### config.mk
export PLATFORM = sky130hd
export DESIGN_NAME = audio_dma_queue
export DESIGN_NICKNAME = d
export VERILOG_FILES = /design/src/rtl/adq_pkg.sv /design/src/rtl/adq_slot_queue.sv /design/src/rtl/adq_fetch_fsm.sv /design/src/rtl/audio_dma_queue.sv
export SDC_FILE = /design/constraint.sdc
export NUM_CORES = 1
export LEC_CHECK = 0
export ABC_CLOCK_PERIOD_IN_PS = 3800
export CAP_MARGIN = 20
export CORE_UTILIZATION = 30
export DETAILED_ROUTE_END_ITERATION = 8
export GPL_ROUTABILITY_DRIVEN = 1
export SLEW_MARGIN = 30
export SYNTH_ARGS = -nofsm -noshare
export SYNTH_HDL_FRONTEND = slang
export SYNTH_SLANG_ARGS = --single-unit
### constraint.sdc
create_clock -name clk -period 3.8 [get_ports clk]
set_input_delay 0.76 -clock clk [delete_from_list [all_inputs] [get_ports clk]]
set_output_delay 0.76 -clock clk [all_outputs]
set_load 0.1 [all_outputs]
### src/rtl/adq_pkg.sv
package adq_pkg;
    typedef enum logic [1:0] {
        FS_IDLE    = 2'd0,
        FS_ISSUE   = 2'd1,
        FS_HANDOFF = 2'd2
    } fetch_state_t;

    localparam int ST_FULL_HI  = 31;
    localparam int ST_BUSY     = 30;
    localparam int ST_ENGINE   = 27;
    localparam int ST_REQ      = 26;
    localparam int ST_ENABLE   = 25;
    localparam int ST_FULL_LO  = 0;
    localparam int STATUS_W    = 32;
endpackage

### src/rtl/adq_slot_queue.sv
module adq_slot_queue #(
    parameter int ADDR_W     = 24,
    parameter int LEN_W      = 18,
    parameter int BEAT_BYTES = 8
) (
    input  logic              clk,
    input  logic              rst_n,
    input  logic              flush,
    input  logic              addr_we,
    input  logic              len_we,
    input  logic [ADDR_W-1:0] wr_data,
    input  logic              beat_taken,
    output logic [ADDR_W-1:0] act_addr,
    output logic [LEN_W-1:0]  act_len,
    output logic              pend_full,
    output logic              last_beat
);
    localparam int ALIGN_W = $clog2(BEAT_BYTES);
    localparam logic [ADDR_W-1:0] ALIGN_MASK = ~((ADDR_W)'(BEAT_BYTES - 1));
    localparam logic [LEN_W-1:0]  STEP_LEN  = (LEN_W)'(BEAT_BYTES);
    localparam logic [ADDR_W-1:0] STEP_ADDR = (ADDR_W)'(BEAT_BYTES);

    logic [ADDR_W-1:0] stage_addr, pend_addr, masked;
    logic [LEN_W-1:0]  pend_len, new_len;
    logic              len_ok;

    assign masked  = wr_data & ALIGN_MASK;
    assign new_len = masked[LEN_W-1:0];
    assign len_ok  = len_we && (new_len != '0) && !flush;
    assign last_beat = beat_taken && (act_len == STEP_LEN) && !flush;

    always_ff @(posedge clk or negedge rst_n) begin
        if (!rst_n) begin
            stage_addr <= '0;
            pend_addr  <= '0;
            pend_len   <= '0;
            pend_full  <= 1'b0;
            act_addr   <= '0;
            act_len    <= '0;
        end else begin
            if (addr_we)
                stage_addr <= masked;
            if (flush) begin
                act_len   <= '0;
                pend_full <= 1'b0;
            end else if (act_len == '0) begin
                if (pend_full) begin
                    act_addr <= pend_addr;
                    act_len  <= pend_len;
                    if (len_ok) begin
                        pend_addr <= stage_addr;
                        pend_len  <= new_len;
                    end else begin
                        pend_full <= 1'b0;
                    end
                end else if (len_ok) begin
                    act_addr <= stage_addr;
                    act_len  <= new_len;
                end
            end else begin
                if (beat_taken) begin
                    act_len  <= act_len - STEP_LEN;
                    act_addr <= act_addr + STEP_ADDR;
                end
                if (len_ok && !pend_full) begin
                    pend_addr <= stage_addr;
                    pend_len  <= new_len;
                    pend_full <= 1'b1;
                end
            end
        end
    end

    AST_LEN_STEP: assert property (@(posedge clk) disable iff (!rst_n)
        (act_len < $past(act_len)) && !$past(flush) |-> act_len == $past(act_len) - STEP_LEN);
    AST_FLUSH_EMPTY: assert property (@(posedge clk) disable iff (!rst_n)
        $past(flush) |-> (act_len == '0) && !pend_full);
    AST_ADDR_ALIGN_HELD: assert property (@(posedge clk) disable iff (!rst_n)
        act_addr[ALIGN_W-1:0] == '0);
endmodule

### src/rtl/adq_fetch_fsm.sv
module adq_fetch_fsm
    import adq_pkg::*;
#(
    parameter int ADDR_W = 24,
    parameter int DATA_W = 64
) (
    input  logic              clk,
    input  logic              rst_n,
    input  logic              dma_en,
    input  logic              have_work,
    input  logic              sink_full,
    input  logic [ADDR_W-1:0] act_addr,
    input  logic              mem_ack,
    input  logic [DATA_W-1:0] mem_rdata,
    output logic              mem_req,
    output logic [ADDR_W-1:0] mem_addr,
    output logic              beat_taken,
    output logic              smp_valid,
    output logic [DATA_W-1:0] smp_data,
    output logic              engine_busy
);
    fetch_state_t state, state_nx;

    always_ff @(posedge clk or negedge rst_n) begin
        if (!rst_n) state <= FS_IDLE;
        else        state <= state_nx;
    end

    always_comb begin
        state_nx = state;
        unique case (state)
            FS_IDLE:    if (dma_en && have_work && !sink_full) state_nx = FS_ISSUE;
            FS_ISSUE:   if (mem_ack) state_nx = FS_HANDOFF;
            FS_HANDOFF: state_nx = FS_IDLE;
            default:    state_nx = FS_IDLE;
        endcase
    end

    always_ff @(posedge clk or negedge rst_n) begin
        if (!rst_n) begin
            mem_addr <= '0;
            smp_data <= '0;
        end else begin
            if (state == FS_IDLE && state_nx == FS_ISSUE)
                mem_addr <= act_addr;
            if (beat_taken)
                smp_data <= mem_rdata;
        end
    end

    always_comb begin
        mem_req     = (state == FS_ISSUE);
        beat_taken  = (state == FS_ISSUE) && mem_ack;
        smp_valid   = (state == FS_HANDOFF);
        engine_busy = (state != FS_IDLE);
    end

    AST_REQ_GATED: assert property (@(posedge clk) disable iff (!rst_n)
        $rose(mem_req) |-> $past(dma_en) && !$past(sink_full));
    AST_VALID_ONE_CYCLE: assert property (@(posedge clk) disable iff (!rst_n)
        smp_valid |=> !smp_valid);
    AST_VALID_AFTER_ACK: assert property (@(posedge clk) disable iff (!rst_n)
        smp_valid |-> $past(mem_req && mem_ack));
endmodule

### src/rtl/audio_dma_queue.sv
module audio_dma_queue
    import adq_pkg::*;
#(
    parameter int ADDR_W     = 24,
    parameter int LEN_W      = 18,
    parameter int DATA_W     = 64,
    parameter int RATE_W     = 4,
    parameter int BEAT_BYTES = 8
) (
    input  logic                clk,
    input  logic                rst_n,
    input  logic [RATE_W-1:0]   bit_rate,
    input  logic                addr_we,
    input  logic                len_we,
    input  logic                ctrl_we,
    input  logic                status_we,
    input  logic [ADDR_W-1:0]   wr_data,
    output logic [LEN_W-1:0]    len_remaining,
    output logic [STATUS_W-1:0] status_word,
    output logic                irq,
    output logic                mem_req,
    output logic [ADDR_W-1:0]   mem_addr,
    input  logic                mem_ack,
    input  logic [DATA_W-1:0]   mem_rdata,
    output logic                smp_valid,
    output logic [DATA_W-1:0]   smp_data,
    input  logic                smp_full
);
    localparam int ALIGN_W = $clog2(BEAT_BYTES);

    logic              flush, dma_en, beat_taken, last_beat, pend_full, engine_busy;
    logic [ADDR_W-1:0] act_addr;
    logic [LEN_W-1:0]  act_len;

    assign flush = (bit_rate == '0);

    adq_slot_queue #(.ADDR_W(ADDR_W), .LEN_W(LEN_W), .BEAT_BYTES(BEAT_BYTES)) u_slots (
        .clk(clk), .rst_n(rst_n), .flush(flush), .addr_we(addr_we), .len_we(len_we),
        .wr_data(wr_data), .beat_taken(beat_taken), .act_addr(act_addr),
        .act_len(act_len), .pend_full(pend_full), .last_beat(last_beat)
    );

    adq_fetch_fsm #(.ADDR_W(ADDR_W), .DATA_W(DATA_W)) u_fetch (
        .clk(clk), .rst_n(rst_n), .dma_en(dma_en),
        .have_work((act_len != '0) && !flush), .sink_full(smp_full),
        .act_addr(act_addr), .mem_ack(mem_ack), .mem_rdata(mem_rdata),
        .mem_req(mem_req), .mem_addr(mem_addr), .beat_taken(beat_taken),
        .smp_valid(smp_valid), .smp_data(smp_data), .engine_busy(engine_busy)
    );

    always_ff @(posedge clk or negedge rst_n) begin
        if (!rst_n) begin
            dma_en <= 1'b0;
            irq    <= 1'b0;
        end else begin
            if (ctrl_we)
                dma_en <= wr_data[0];
            if (last_beat)
                irq <= 1'b1;
            else if (status_we)
                irq <= 1'b0;
        end
    end

    always_comb begin
        status_word             = '0;
        status_word[ST_FULL_HI] = pend_full;
        status_word[ST_BUSY]    = (act_len != '0);
        status_word[ST_ENGINE]  = engine_busy;
        status_word[ST_REQ]     = mem_req;
        status_word[ST_ENABLE]  = dma_en;
        status_word[ST_FULL_LO] = pend_full;
    end

    assign len_remaining = act_len;

    AST_REQ_HELD: assert property (@(posedge clk) disable iff (!rst_n)
        mem_req && !mem_ack |=> mem_req && $stable(mem_addr));
    AST_REQ_ALIGNED: assert property (@(posedge clk) disable iff (!rst_n)
        mem_req |-> mem_addr[ALIGN_W-1:0] == '0);
    AST_IRQ_SOURCE: assert property (@(posedge clk) disable iff (!rst_n)
        $rose(irq) |-> $past(mem_req && mem_ack));
    AST_IRQ_CLEAR: assert property (@(posedge clk) disable iff (!rst_n)
        status_we && !(mem_req && mem_ack) |=> !irq);
endmodule

==> flow_summary.json <==
{
  "status": "finished, final reports clean",
  "wl_per_cell_um": 17.2,
  "hold_class": "primary input to async pin",
  "hold_viol": 0,
  "r2r_slack_ps": 900,
  "synth_area_mm2": 0.00860,
  "yosys_warnings": 0,
  "synthArstFlopShare_pct": 100,
  "design_area_mm2": 0.0116,
  "grt_first_pass_wirelength_um": 37800,
  "grt_overflow": 0,
  "ctsResizeCount": 0,
  "antenna_found_initial": 3,
  "htreeDepth": 4,
  "hpwl_um": 17000,
  "slew_headroom_pct": 31.3,
  "final-setup-viol-count": 0,
  "fp.dieW_um": 171,
  "crit_type": "flop to output port",
  "ys_types": 69,
  "wl_um": 24200,
  "rows": 61,
  "setup_tns_ps": 0,
  "core_area_mm2": 0.0280,
  "dieArea_mm2": 0.0293,
  "rsz0062_at_grt": "no",
  "multi_input_area_mm2": 0.00364,
  "layout_commonest_cell": "nand2_1",
  "routabilityCongestion": 0.852,
  "finClkSkew_ps": 12.6,
  "seqCellArea_mm2": 0.00458,
  "area_delta_synth_final_pct": 34.4,
  "placed_area_mm2": 0.0110,
  "cts_max_path_buffers": 2,
  "grt_pass1_vias": 6655,
  "diodes": 0,
  "cts_setup_buffers": 0,
  "dr_total_vias": 6765,
  "slew_violations": 0,
  "fill_cells": 2730,
  "final_util_pct": 41.2,
  "finalCritPeriodShare_pct": 82.6,
  "required_ps": 3040,
  "cts_made_buffers": 17,
  "drt-pass1-iter-count": 4,
  "ctsHoldBuffers": 0,
  "port-buffer-count": 206,
  "ys_seq_elements": 183,
  "reg2reg_from": "u_slots.act_len[8]",
  "drc": 0,
  "reg2reg_depth": 7,
  "worstSetupEndpointType": "output port",
  "min_period_ps": 3140,
  "vias_per_cell": 4.81,
  "numPlacedInstances": 1374,
  "ys_seq_area_share_pct": 53.3,
  "worstSkewPairLatency_ps": 430,
  "r2r_end": "u_slots.act_addr[11]",
  "initial_core_util_pct": 30.7,
  "num-nets-final": 1117,
  "grt_max_degree": 91,
  "drive_above_1_share_pct": 17.7,
  "synth-edff-count": 0,
  "numClockSinks": 183,
  "cts_tree": "done",
  "syn_area_per_cell_um2": 10.5,
  "cp_data_arrival_time_ps": 2380,
  "grt_usage_pct": 16.9,
  "synth_ff_type": "dfrtp_1",
  "worst_slew_pin_slew_ps": 1030,
  "cts.reportedPaths.clkPinSlew_ps": 70,
  "worstSetupStartpointType": "flop",
  "io_pins": 241,
  "clock.fmax_ghz": 0.319,
  "postSynthCellCount": 816,
  "cts_root_buf": "clkbuf_16",
  "final_cell_mix": "nand2_1 (218), clkdlybuf4s50_1 (198), dfrtp_1 (182)",
  "die_y_um": 171,
  "final_cells": 1406,
  "crit_path_max_fanout": 18,
  "drt_iter0_markers": 341,
  "drt.antenna.violating_nets": 0,
  "cap_violations": 0
}
## routing by layer
metal	vias to the layer above	part of all wire (%)	GRT usage [%]
met5	-	0.11	0
met4	4	1.3	4.27
met3	22	9.6	7.06
met2	261	46	26.1
met1	3285	43	21.6
li1	3193	-	-
## critical path, cell delays in order, from the launching register on
cell	delay, ps
dfrtp_1	490
nor4_2	250
buf_4	190
and4_1	480
inv_2	290
buf_12	250
## flip-flops by register name, indices dropped and copies added (netlist names)
register            cells
u_fetch.state           2
u_fetch.mem_addr       21
u_slots.pend_addr      21
u_slots.pend_len       15
dma_en                  1
u_slots.act_addr       21
u_slots.pend_full       1
irq                     1
u_fetch.smp_data       64
u_slots.act_len        15
u_slots.stage_addr     21
## how the worst max path moves through the flow
stage	startpoint	endpoint	slack, ps	cells after the start
floorplan	u_slots.act_len[12]	status_word[30]	450	7
global placement	wr_data[16]	u_slots.act_addr[13]	480	7
detailed placement	wr_data[16]	u_slots.act_addr[13]	480	7
CTS	u_slots.act_len[8]	status_word[30]	660	5
global route	u_slots.act_len[8]	status_word[30]	560	5
finish	u_slots.act_len[8]	status_word[30]	660	5
## synth_stat cells, types with 4 or more instances
cell type	count	area (um2)
nand2_1	218	818
dfrtp_1	183	4580
mux2_2	98	1100
buf_4	41	308
clkbuf_1	24	90.1
nor2_1	20	75.1
nand3_1	18	90.1
o21ai_0	17	85.1
a21oi_1	16	80.1
mux2i_1	16	160
nor4_1	11	68.8
nor3_1	10	50.1
buf_1	9	33.8
inv_1	9	33.8
o22ai_1	9	56.3
o41ai_1	7	61.3
nand4_1	6	37.5
o211ai_1	6	45.0
a211oi_1	4	30.0
nand2b_1	4	25.0
nor2b_1	4	25.0
o21ai_1	4	20.0
o31ai_1	4	30.0
o32ai_1	4	35.0
or4_1	4	30.0
## through the flow
step,setup slack [ps],hold slack [ps]
2_1_floorplan,454,464
3_3_place_gp,482,457
3_5_place_dp,480,461
4_1_cts,664,430
5_1_grt,556,451
6_report,661,396
## cells by family (layout without fill, tap and decap cells)
family | count (synthesis) | after routing | share of synthesized area, %
xor gates and xnor gates | 1 | 1 | 0.102
DFF | 183 | 183 | 53.3
muxes | 114 | 114 | 14.7
AOI/OAI and AO/OA | 107 | 107 | 9.21
buffers and inverters | 90 | 271 | 5.94
and+or+nand+nor | 318 | 318 | 16.4
other | 1 | 32 | 0.0436
adders and majority gates | 2 | 2 | 0.291
## layout make-up
class	count	area share (%)
sequential	183	39.6
multi-input combinational	574	31.5
timing repair buffer	228	19.5
tap	378	4.09
clock buffer	18	3.80
clock inverter	14	1.14
inverter	11	0.357
Power is not shown: default switching activity piles up to over one toggle a cycle in this logic, so the estimate is an artifact.
